`src/rtl/irq_prio_pkg.sv`:
```
package irq_prio_pkg;
    parameter int NUM_SRC = 12;
    parameter int LVL_W   = 2;
    parameter int REG_W   = 8;

    localparam int FLD_PER_REG = REG_W / LVL_W;
    localparam int NUM_REGS    = (NUM_SRC + FLD_PER_REG - 1) / FLD_PER_REG;
    localparam int SEL_W       = $clog2(NUM_REGS + 1);
    localparam int IDX_W       = $clog2(NUM_SRC);
    localparam logic [LVL_W-1:0] LVL_OFF = '1;

    typedef logic [LVL_W-1:0] lvl_t;
    typedef logic [IDX_W-1:0] idx_t;

    typedef struct packed {
        logic hit;
        idx_t idx;
        lvl_t lvl;
    } win_t;

    function automatic logic lvl_beats(input lvl_t cand, input lvl_t best);
        return cand < best;
    endfunction
endpackage

```
`src/rtl/irq_lvl_regs.sv`:
```
module irq_lvl_regs
    import irq_prio_pkg::*;
(
    input  logic             clk,
    input  logic             rst,
    input  logic             wr_en_i,
    input  logic [SEL_W-1:0] wr_sel_i,
    input  logic [REG_W-1:0] wr_data_i,
    output lvl_t             lvl_o [NUM_SRC]
);
    for (genvar r = 0; r < NUM_REGS; r++) begin : g_reg
        for (genvar k = 0; k < FLD_PER_REG; k++) begin : g_fld
            if (r * FLD_PER_REG + k < NUM_SRC) begin : g_live
                localparam int SRC = r * FLD_PER_REG + k;
                lvl_t code_q;
                always_ff @(posedge clk) begin
                    if (rst)
                        code_q <= LVL_OFF;
                    else if (wr_en_i && (wr_sel_i == SEL_W'(r)))
                        code_q <= wr_data_i[k*LVL_W +: LVL_W];
                end
                assign lvl_o[SRC] = code_q;
            end
        end
    end
endmodule

```
`src/rtl/irq_arbiter.sv`:
```
module irq_arbiter
    import irq_prio_pkg::*;
(
    input  logic [NUM_SRC-1:0] req_i,
    input  lvl_t               lvl_i [NUM_SRC],
    output win_t               win_o
);
    lvl_t eff [NUM_SRC];

    for (genvar i = 0; i < NUM_SRC; i++) begin : g_eff
        assign eff[i] = req_i[i] ? lvl_i[i] : LVL_OFF;
    end

    always_comb begin
        win_t best;
        best.hit = 1'b0;
        best.idx = '0;
        best.lvl = LVL_OFF;
        // Scan upward with a strict compare so the lowest index keeps a tie.
        for (int i = 0; i < NUM_SRC; i++) begin
            if (lvl_beats(eff[i], best.lvl)) begin
                best.idx = IDX_W'(i);
                best.lvl = eff[i];
            end
        end
        best.hit = (best.lvl != LVL_OFF);
        win_o = best;
    end
endmodule

```
`src/rtl/irq_prio_ctrl.sv`:
```
module irq_prio_ctrl
    import irq_prio_pkg::*;
(
    input  logic               clk,
    input  logic               rst,
    input  logic [NUM_SRC-1:0] req_i,
    input  logic               wr_en_i,
    input  logic [SEL_W-1:0]   wr_sel_i,
    input  logic [REG_W-1:0]   wr_data_i,
    input  logic               cpu_ien_i,
    input  logic [LVL_W-1:0]   cpu_il_i,
    output logic               take_o,
    output logic [LVL_W-1:0]   take_lvl_o,
    output logic [IDX_W-1:0]   take_vec_o,
    output logic               wake_o
);
    lvl_t lvl [NUM_SRC];
    win_t win;
    logic accept;

    irq_lvl_regs u_regs (
        .clk       (clk),
        .rst       (rst),
        .wr_en_i   (wr_en_i),
        .wr_sel_i  (wr_sel_i),
        .wr_data_i (wr_data_i),
        .lvl_o     (lvl)
    );

    irq_arbiter u_arb (
        .req_i (req_i),
        .lvl_i (lvl),
        .win_o (win)
    );

    assign accept = win.hit && cpu_ien_i && lvl_beats(win.lvl, cpu_il_i);
    assign wake_o = win.hit;

    always_ff @(posedge clk) begin
        if (rst) begin
            take_o     <= 1'b0;
            take_lvl_o <= '0;
            take_vec_o <= '0;
        end else begin
            take_o     <= accept;
            take_lvl_o <= accept ? win.lvl : '0;
            take_vec_o <= accept ? win.idx : '0;
        end
    end
endmodule

```
`config.mk`:
```
export PLATFORM = sky130hd
export DESIGN_NAME = irq_prio_ctrl
export DESIGN_NICKNAME = d
export VERILOG_FILES = /design/src/rtl/irq_prio_pkg.sv /design/src/rtl/irq_lvl_regs.sv /design/src/rtl/irq_arbiter.sv /design/src/rtl/irq_prio_ctrl.sv
export SDC_FILE = /design/constraint.sdc
export NUM_CORES = 1
export LEC_CHECK = 0
export BUFFER_PORTS_ARGS = -buffer_cell sky130_fd_sc_hd__buf_2
export CORE_AREA = 2 2 70 72
export DETAILED_ROUTE_END_ITERATION = 12
export DIE_AREA = 0 0 72 74
export PLACE_DENSITY = 0.76
export SLEW_MARGIN = 20
export SYNTH_ARGS = -nofsm -noshare
export SYNTH_HDL_FRONTEND = slang
export SYNTH_HIERARCHICAL = 1
export SYNTH_SLANG_ARGS = --single-unit
```
`constraint.sdc`:
```
create_clock -name clk -period 3.6 [get_ports clk]
set_clock_uncertainty 0.2 [all_clocks]
set_input_delay 0.18 -clock clk [delete_from_list [all_inputs] [get_ports clk]]
set_output_delay 0.18 -clock clk [all_outputs]
set_load 0.01 [all_outputs]
```
== Word-level counts from Yosys, hierarchy flattened ==
Cells that the tools add are included.

* Register bits: 31
* Bits in latches: 0
* RAM bits: 0
* Bits in read-only memories: 0
* Input bits: 28
* Output and inout port bits: 8
* Logic and storage cells: 65
* Memories: 0

* $add $sub $neg: 0
* Multiply operators: 0
* Div/mod/pow operators: 0
* Magnitude comparators: 13
* Equal/unequal tests: 3
* Shift operators: 0
* Mux-type cells: 24
* Bitwise logic cells: 1
* Reductions and logical operators: 8

{| class="wikitable"
|+ Operator list
! kind !! number
|-
| 2-bit 2-to-1 mux || 13
|-
| 2-bit less-than comparator || 12
|-
| 6-bit 2-to-1 mux || 4
|-
| 5-bit 2-to-1 mux || 4
|-
| 4-bit 2-to-1 mux || 2
|-
| 6-bit OR reduction || 1
|-
| 1-bit logical AND || 5
|-
| 3-bit 2-to-1 mux || 1
|-
| 2-bit by 1-bit equality test with 1-bit output, second input constant || 1
|-
| 2-bit equality test, second input constant || 1
|-
| 2-bit logical NOT || 1
|-
| 2-bit less-than comparator, second input constant || 1
|-
| 2-bit inequality test, second input constant || 1
|-
| 2-bit OR reduction || 1
|-
| 1-bit NOT || 1
|}

== Logic depth before layout (Yosys ltp) ==
* Word-level depth: 30
* Depth in mapped cells: 22

== Cells and area by module ==
Netlist, hierarchy kept.

{| class="wikitable"
|+ By module, submodules not included
! module !! times used !! cells each !! area an instance (um^2)
|-
| irq_arbiter || 1 || 147 || 1094.8
|-
| irq_lvl_regs || 1 || 89 || 898.4
|-
| irq_prio_ctrl || 1 || 24 || 247.7
|}

== Worst setup path before layout ==
Ideal clock, no wire load.

* Path kind: reg-to-reg
* Start: register u_regs.g_reg[0].g_fld[1].g_live.code_q[1]
* End: register take_lvl_o[1]
* Setup time: 0.086 ns
* Arrival: 3.788 ns
* Required time: 3.314 ns
* Path slack: -0.473 ns
* Cell stages (with the launch flop): 22
* Path buffers: 1
* Clock period less this slack: 4.073 ns
* Path through: dfxtp_1 > or2b_1 > ha_1 > ha_1 > ha_1 > ha_1 > ha_1 > ha_1 > ha_1 > ha_1 > ha_1 > ha_1 > nand2b_1 > nand3_1 > a21oi_1 > o211ai_2 > a21oi_1 > nor2_1 > nand2_1 > nand4bb_1 > buf_2 > a211oi_1

{| class="wikitable"
|+ RTL lines
! what !! RTL line !! RTL
|-
| from (decl) || irq_lvl_regs.sv:15 || <nowiki>lvl_t code_q;</nowiki>
|-
| from (signal assigned) || irq_lvl_regs.sv:20 || <nowiki>code_q <= wr_data_i[k*LVL_W +: LVL_W];</nowiki>
|-
| to (signal assigned) || irq_prio_ctrl.sv:46 || <nowiki>take_lvl_o <= accept ? win.lvl : '0;</nowiki>
|-
| to (decl) || irq_prio_ctrl.sv:13 || <nowiki>output logic [LVL_W-1:0] take_lvl_o,</nowiki>
|}

==> flow_summary.ini <==
[status]
outcome = finished, violations left
failed_checks = negative hold slack, negative setup slack

[timing]
hold_slack_ns = -0.001968
final_period_minus_worst_setup_slack_ns = 3.857
final-hold-violation-count = 1
grt_setup_unrepaired = true
layout_worst_path_cycle_share_pct = 107.1
setup_tns_ns = -1.297
setup_ws_ns = -0.2567
worstMarginPinSlew_ns = 0.5677
fmaxAchievable_mhz = 259.3
drv_slew = 0
setup_viol_count_final = 8
timing.slew.headroom_pct = 62.15

[global_route]
global_route.overflow_total = 0
groute.usage.overall_pct = 19.78
grt-busiest-layer = met2
first_global_vias = 1824
largest_net_degree_at_the_start_of_global_routing = 34
met3_track_utilization_from_global_routing_pct = 4.336
grt.met2_usage_pct = 34.88
grt_pass1_wl_mm = 8.086
number_of_antenna_violations_at_the_first_check_in_global_routing = 0
grt.met1_usage_pct = 23.94

[clock_network]
cts_inserted_buffers = 5
tritoncts_clock_tree = built
clk_transition_reported_paths_ns = 0.07
insertion_delay_of_the_later_clocked_pin_in_the_worst_skew_pair_ns = 0.29
master_cell_of_the_clock_root_buffer = sky130_fd_sc_hd__clkbuf_8
clkSinkCount = 31
h-tree-depth = 2
clk_path_buf_depth = 2

[setup_path]
crit_slowest_cell = sky130_fd_sc_hd__dfxtp_2
cpPeakStageDelay_ns = 0.32
cp-start-kind = flip-flop
setup.reg_to_reg.worst_slack_ns = -0.21
worst-endpoint-required_ns = 3.22
timing.critical_path.mode_cell = sky130_fd_sc_hd__ha_4
r2r-start = u_regs/g_reg[0].g_fld[1].g_live.code_q[1]
cp_num_buf_inv = 2
timing.critical_path.max_delay_family = adder cells
reg2regPathDepth = 22
crit_path_cell_trace = or2b_1 > ha_4 > ha_4 > ha_4 > ha_4 > ha_4 > ha_4 > ha_4 > ha_4 > ha_4 > inv_4 > ha_4 > nand2b_4 > nand3_2 > a21oi_2 > o211ai_2 > a21oi_2 > nor2_2 > nand2_1 > buf_2
worstSetupPathType = flip-flop to output pin
worstSetupPathDepth = 20
largest_fanout_on_the_critical_path = 3
worst-endpoint-arrival_ns = 3.48
worstReg2RegEnd = take_vec_o[3]
critPathCaptureType = output pin

[synthesis]
synthesis.yosys.warnings = 6
largest_family_of_logic_cells_by_synthesized_area = simple AND/OR/NAND/NOR gates
share_of_the_synthesized_netlist_area_taken_by_xor_and_xnor_gates_pct = 0
number_of_synthesized_register_bits = 31
yosys.area_share.simple_pct = 26.80
synth_cells = 260
synth_compound_area_share_pct = 16.14
synth.net_count = 311
synth.lib_cells_used.distinct = 44
post_synth_mux_area_share_pct = 10.72
synth.yosys.seq_area_share_pct = 27.69
synth.avg_cell_area_um2 = 8.619
post_synth_instance_area_um2 = 2241
post_synth_fa_ha_maj_area_fraction_pct = 12.84

[placed_design]
place_congestion = 0.8109
dp_hpwl_mm = 3.915
buffer_ports.inserted = 35

[die]
io_pins = 36
chipWidth_um = 72
floorplan.initialDensity_pct = 48.73
core_region_area_um2 = 4598
die_area_um2 = 5328
placement_rows = 25
dieHeight_um = 74

[route]
detail_route.first_pass.iterations = 4
num_vias = 1921
wire_length_reported_by_the_detailed_router_mm = 4.987
drt.antenna.violating_nets = 0
wl_per_cell_um = 13.63
drc_errors = 0
drtIter0Drc = 105
post_drt_via_cell_ratio = 5.249

[hold_path]
worstHoldPathType = primary input to flip-flop
hold_depth = 3
worst_hold_path.endpoint = u_regs/g_reg[0].g_fld[3].g_live.code_q[1]
worstHoldStart = wr_data_i[7]

[finish]
multiInputGateArea_um2 = 1707
antenna-diode-count = 0
design.final.nets = 362
layout.filler_cells = 394
layout.area.seq_um2 = 621.8
drive_above_1_share_pct = 30.13
area_overhead_vs_synth_pct = 29.65

[power]
cellLeakagePower_nw = 1.403
worst_ir_drop_vdd_mv = 0.2741
power.density_cell_area_nw_per_um2 = 345.2

[flow_run]
timing.max_cap.violations = 0
[layer usage]
layer,share of wire [%],wire [µm]
met3,3.3,163
met5,0,0
met1,46,2288
met2,49,2468
met4,1.3,66
[layout by cell type (no fill, tap or decap), drive strengths merged, types with 2 or more instances in the layout]
cell / count
a211oi: 6
a21o: 3
a21oi: 9
a31oi: 4
buf: 46
clkbuf: 5
clkinvlp: 2
dfxtp: 31
dlygate4sd3: 7
ha: 23
inv: 23
mux2i: 24
nand2: 9
nand2b: 24
nand3: 7
nand3b: 4
nor2: 37
nor2b: 7
nor3b: 9
o2111ai: 2
o211ai: 4
o21a: 2
o21ai: 7
or3b: 5
[worst register-to-register path, cell delays in order, from the launching register on]
cell                        delay [ns]
sky130_fd_sc_hd__dfxtp_2          0.32
sky130_fd_sc_hd__or2b_1           0.26
sky130_fd_sc_hd__ha_4             0.19
sky130_fd_sc_hd__ha_4             0.16
sky130_fd_sc_hd__ha_4             0.16
sky130_fd_sc_hd__ha_4             0.16
sky130_fd_sc_hd__ha_4             0.16
sky130_fd_sc_hd__ha_4             0.16
sky130_fd_sc_hd__ha_4             0.16
sky130_fd_sc_hd__ha_4             0.16
sky130_fd_sc_hd__ha_4             0.17
sky130_fd_sc_hd__inv_4            0.05
sky130_fd_sc_hd__ha_4             0.11
sky130_fd_sc_hd__nand2b_4         0.14
sky130_fd_sc_hd__nand3_2          0.07
sky130_fd_sc_hd__a21oi_2          0.16
sky130_fd_sc_hd__o211ai_2         0.14
sky130_fd_sc_hd__a21oi_2          0.16
sky130_fd_sc_hd__nor2_2           0.06
sky130_fd_sc_hd__nand2_1          0.09
sky130_fd_sc_hd__nand4bb_1        0.12
sky130_fd_sc_hd__buf_6            0.16
sky130_fd_sc_hd__a211oi_2         0.19
[cells in the mapped netlist]
cell / instances / area [µm²]
sky130_fd_sc_hd__o21ai_1: 3 / 15.01
sky130_fd_sc_hd__inv_1: 22 / 82.58
sky130_fd_sc_hd__o2bb2ai_2: 1 / 15.01
sky130_fd_sc_hd__o21ai_0: 4 / 20.02
sky130_fd_sc_hd__o32ai_1: 1 / 8.760
sky130_fd_sc_hd__o211ai_4: 1 / 21.27
sky130_fd_sc_hd__o21a_1: 2 / 15.01
sky130_fd_sc_hd__o2111ai_1: 2 / 17.52
sky130_fd_sc_hd__a21o_1: 3 / 22.52
sky130_fd_sc_hd__and2b_1: 1 / 7.510
sky130_fd_sc_hd__mux2i_1: 24 / 240.2
sky130_fd_sc_hd__a31oi_4: 1 / 21.27
sky130_fd_sc_hd__nand3b_1: 3 / 22.52
sky130_fd_sc_hd__or3b_2: 1 / 8.760
sky130_fd_sc_hd__or3b_1: 4 / 35.03
sky130_fd_sc_hd__nor3b_1: 7 / 52.55
sky130_fd_sc_hd__o32a_4: 1 / 22.52
sky130_fd_sc_hd__and2_1: 1 / 6.260
sky130_fd_sc_hd__a21oi_2: 1 / 8.760
sky130_fd_sc_hd__a21oi_1: 8 / 40.04
sky130_fd_sc_hd__nand3b_4: 1 / 20.02
sky130_fd_sc_hd__a311oi_1: 1 / 8.760
sky130_fd_sc_hd__nand2b_2: 1 / 8.760
sky130_fd_sc_hd__a211oi_1: 6 / 45.04
sky130_fd_sc_hd__or2b_1: 1 / 7.510
sky130_fd_sc_hd__o31ai_1: 1 / 7.510
sky130_fd_sc_hd__buf_6: 1 / 11.26
sky130_fd_sc_hd__ha_1: 23 / 287.8
sky130_fd_sc_hd__nand2b_1: 23 / 143.9
sky130_fd_sc_hd__nor2b_1: 7 / 43.79
sky130_fd_sc_hd__a31oi_1: 3 / 18.77
sky130_fd_sc_hd__nor3b_2: 2 / 25.02
sky130_fd_sc_hd__nand4bb_1: 1 / 11.26
sky130_fd_sc_hd__o211ai_2: 1 / 12.51
sky130_fd_sc_hd__clkbuf_1: 3 / 11.26
sky130_fd_sc_hd__a22oi_1: 1 / 7.510
sky130_fd_sc_hd__dfxtp_1: 31 / 620.6
sky130_fd_sc_hd__o211a_1: 1 / 10.01
sky130_fd_sc_hd__nor2_1: 37 / 138.9
sky130_fd_sc_hd__nand2_1: 9 / 33.78
sky130_fd_sc_hd__buf_2: 5 / 25.02
sky130_fd_sc_hd__nand3_1: 7 / 35.03
sky130_fd_sc_hd__a221oi_1: 1 / 8.760
sky130_fd_sc_hd__o211ai_1: 2 / 15.01
[state kept, by name, indices dropped and copies added, names as in the netlist]
signal,count
take_lvl_o,2
take_vec_o,4
take_o,1
u_regs/g.g_fld.g_live.code_q,24
[cell families after synthesis]
| group | count (synthesis) |
|---|---|
| multiplexers | 24 |
| AO/OA/AOI/OAI | 45 |
| buffers and inverters | 31 |
| flip-flops | 31 |
| AND/OR/NAND/NOR | 106 |
| adder cells (fa/ha/maj) | 23 |
[power breakdown]
part           leakage, nW  internal, mW  switching [mW]  total, mW
registers            0.252         0.356         0.00635      0.362
clock network       0.0408         0.138           0.150      0.288
logic                 1.11         0.175           0.178      0.353
[area by class of cell]
cell class,count,area share [%]
Clock buffer,5,2.369
Clock inverter,3,0.8183
Inverter,22,2.929
Multi-Input combinational cell,198,58.74
Sequential cell,31,21.40
Tap cell,54,2.326
Timing Repair Buffer,53,11.41
[timing repair]
item,in CTS,in global routing
hold buffers,7,0
endpoints found under the hold margin,18,0
cloned,0,0
resized for setup,5,6
buffers inserted,4,2
setup endpoints to repair,8,8
pin swaps,3,3
[worst max path at each step]
stage	start	slack, ns	to
2_1_floorplan	u_regs/g_reg[0].g_fld[1].g_live.code_q[1]	0.03	take_lvl_o[0]
4_1_cts	u_regs/g_reg[0].g_fld[1].g_live.code_q[1]	-0.26	wake_o
3_5_place_dp	u_regs/g_reg[0].g_fld[1].g_live.code_q[1]	-0.22	take_lvl_o[1]
3_3_place_gp	u_regs/g_reg[0].g_fld[1].g_live.code_q[1]	-0.13	take_vec_o[0]
6_report	u_regs/g_reg[0].g_fld[1].g_live.code_q[1]	-0.26	wake_o
5_1_grt	u_regs/g_reg[0].g_fld[1].g_live.code_q[1]	-0.40	wake_o
[per-stage QoR]
| stage | setup slack, ns | std cells | area, µm² | utilization, % | total power [mW] |
|---|---|---|---|---|---|
| finish | -0.2567 | 366 | 2905 | 63.18 | 1.003 |
| global route | -0.3981 | 366 | 2905 | 63.18 | 1.064 |
| detailed placement | -0.2224 | 347 | 2669 | 58.04 | 0.6949 |
| global placement | -0.1312 | 347 | 2669 | 58.04 | 0.6876 |
| floorplan | 0.02575 | 260 | 2427 | - | 0.6131 |
| CTS | -0.2607 | 366 | 2882 | 62.67 | 1.004 |
No activity file was read; power rests on OpenSTA's default activity.
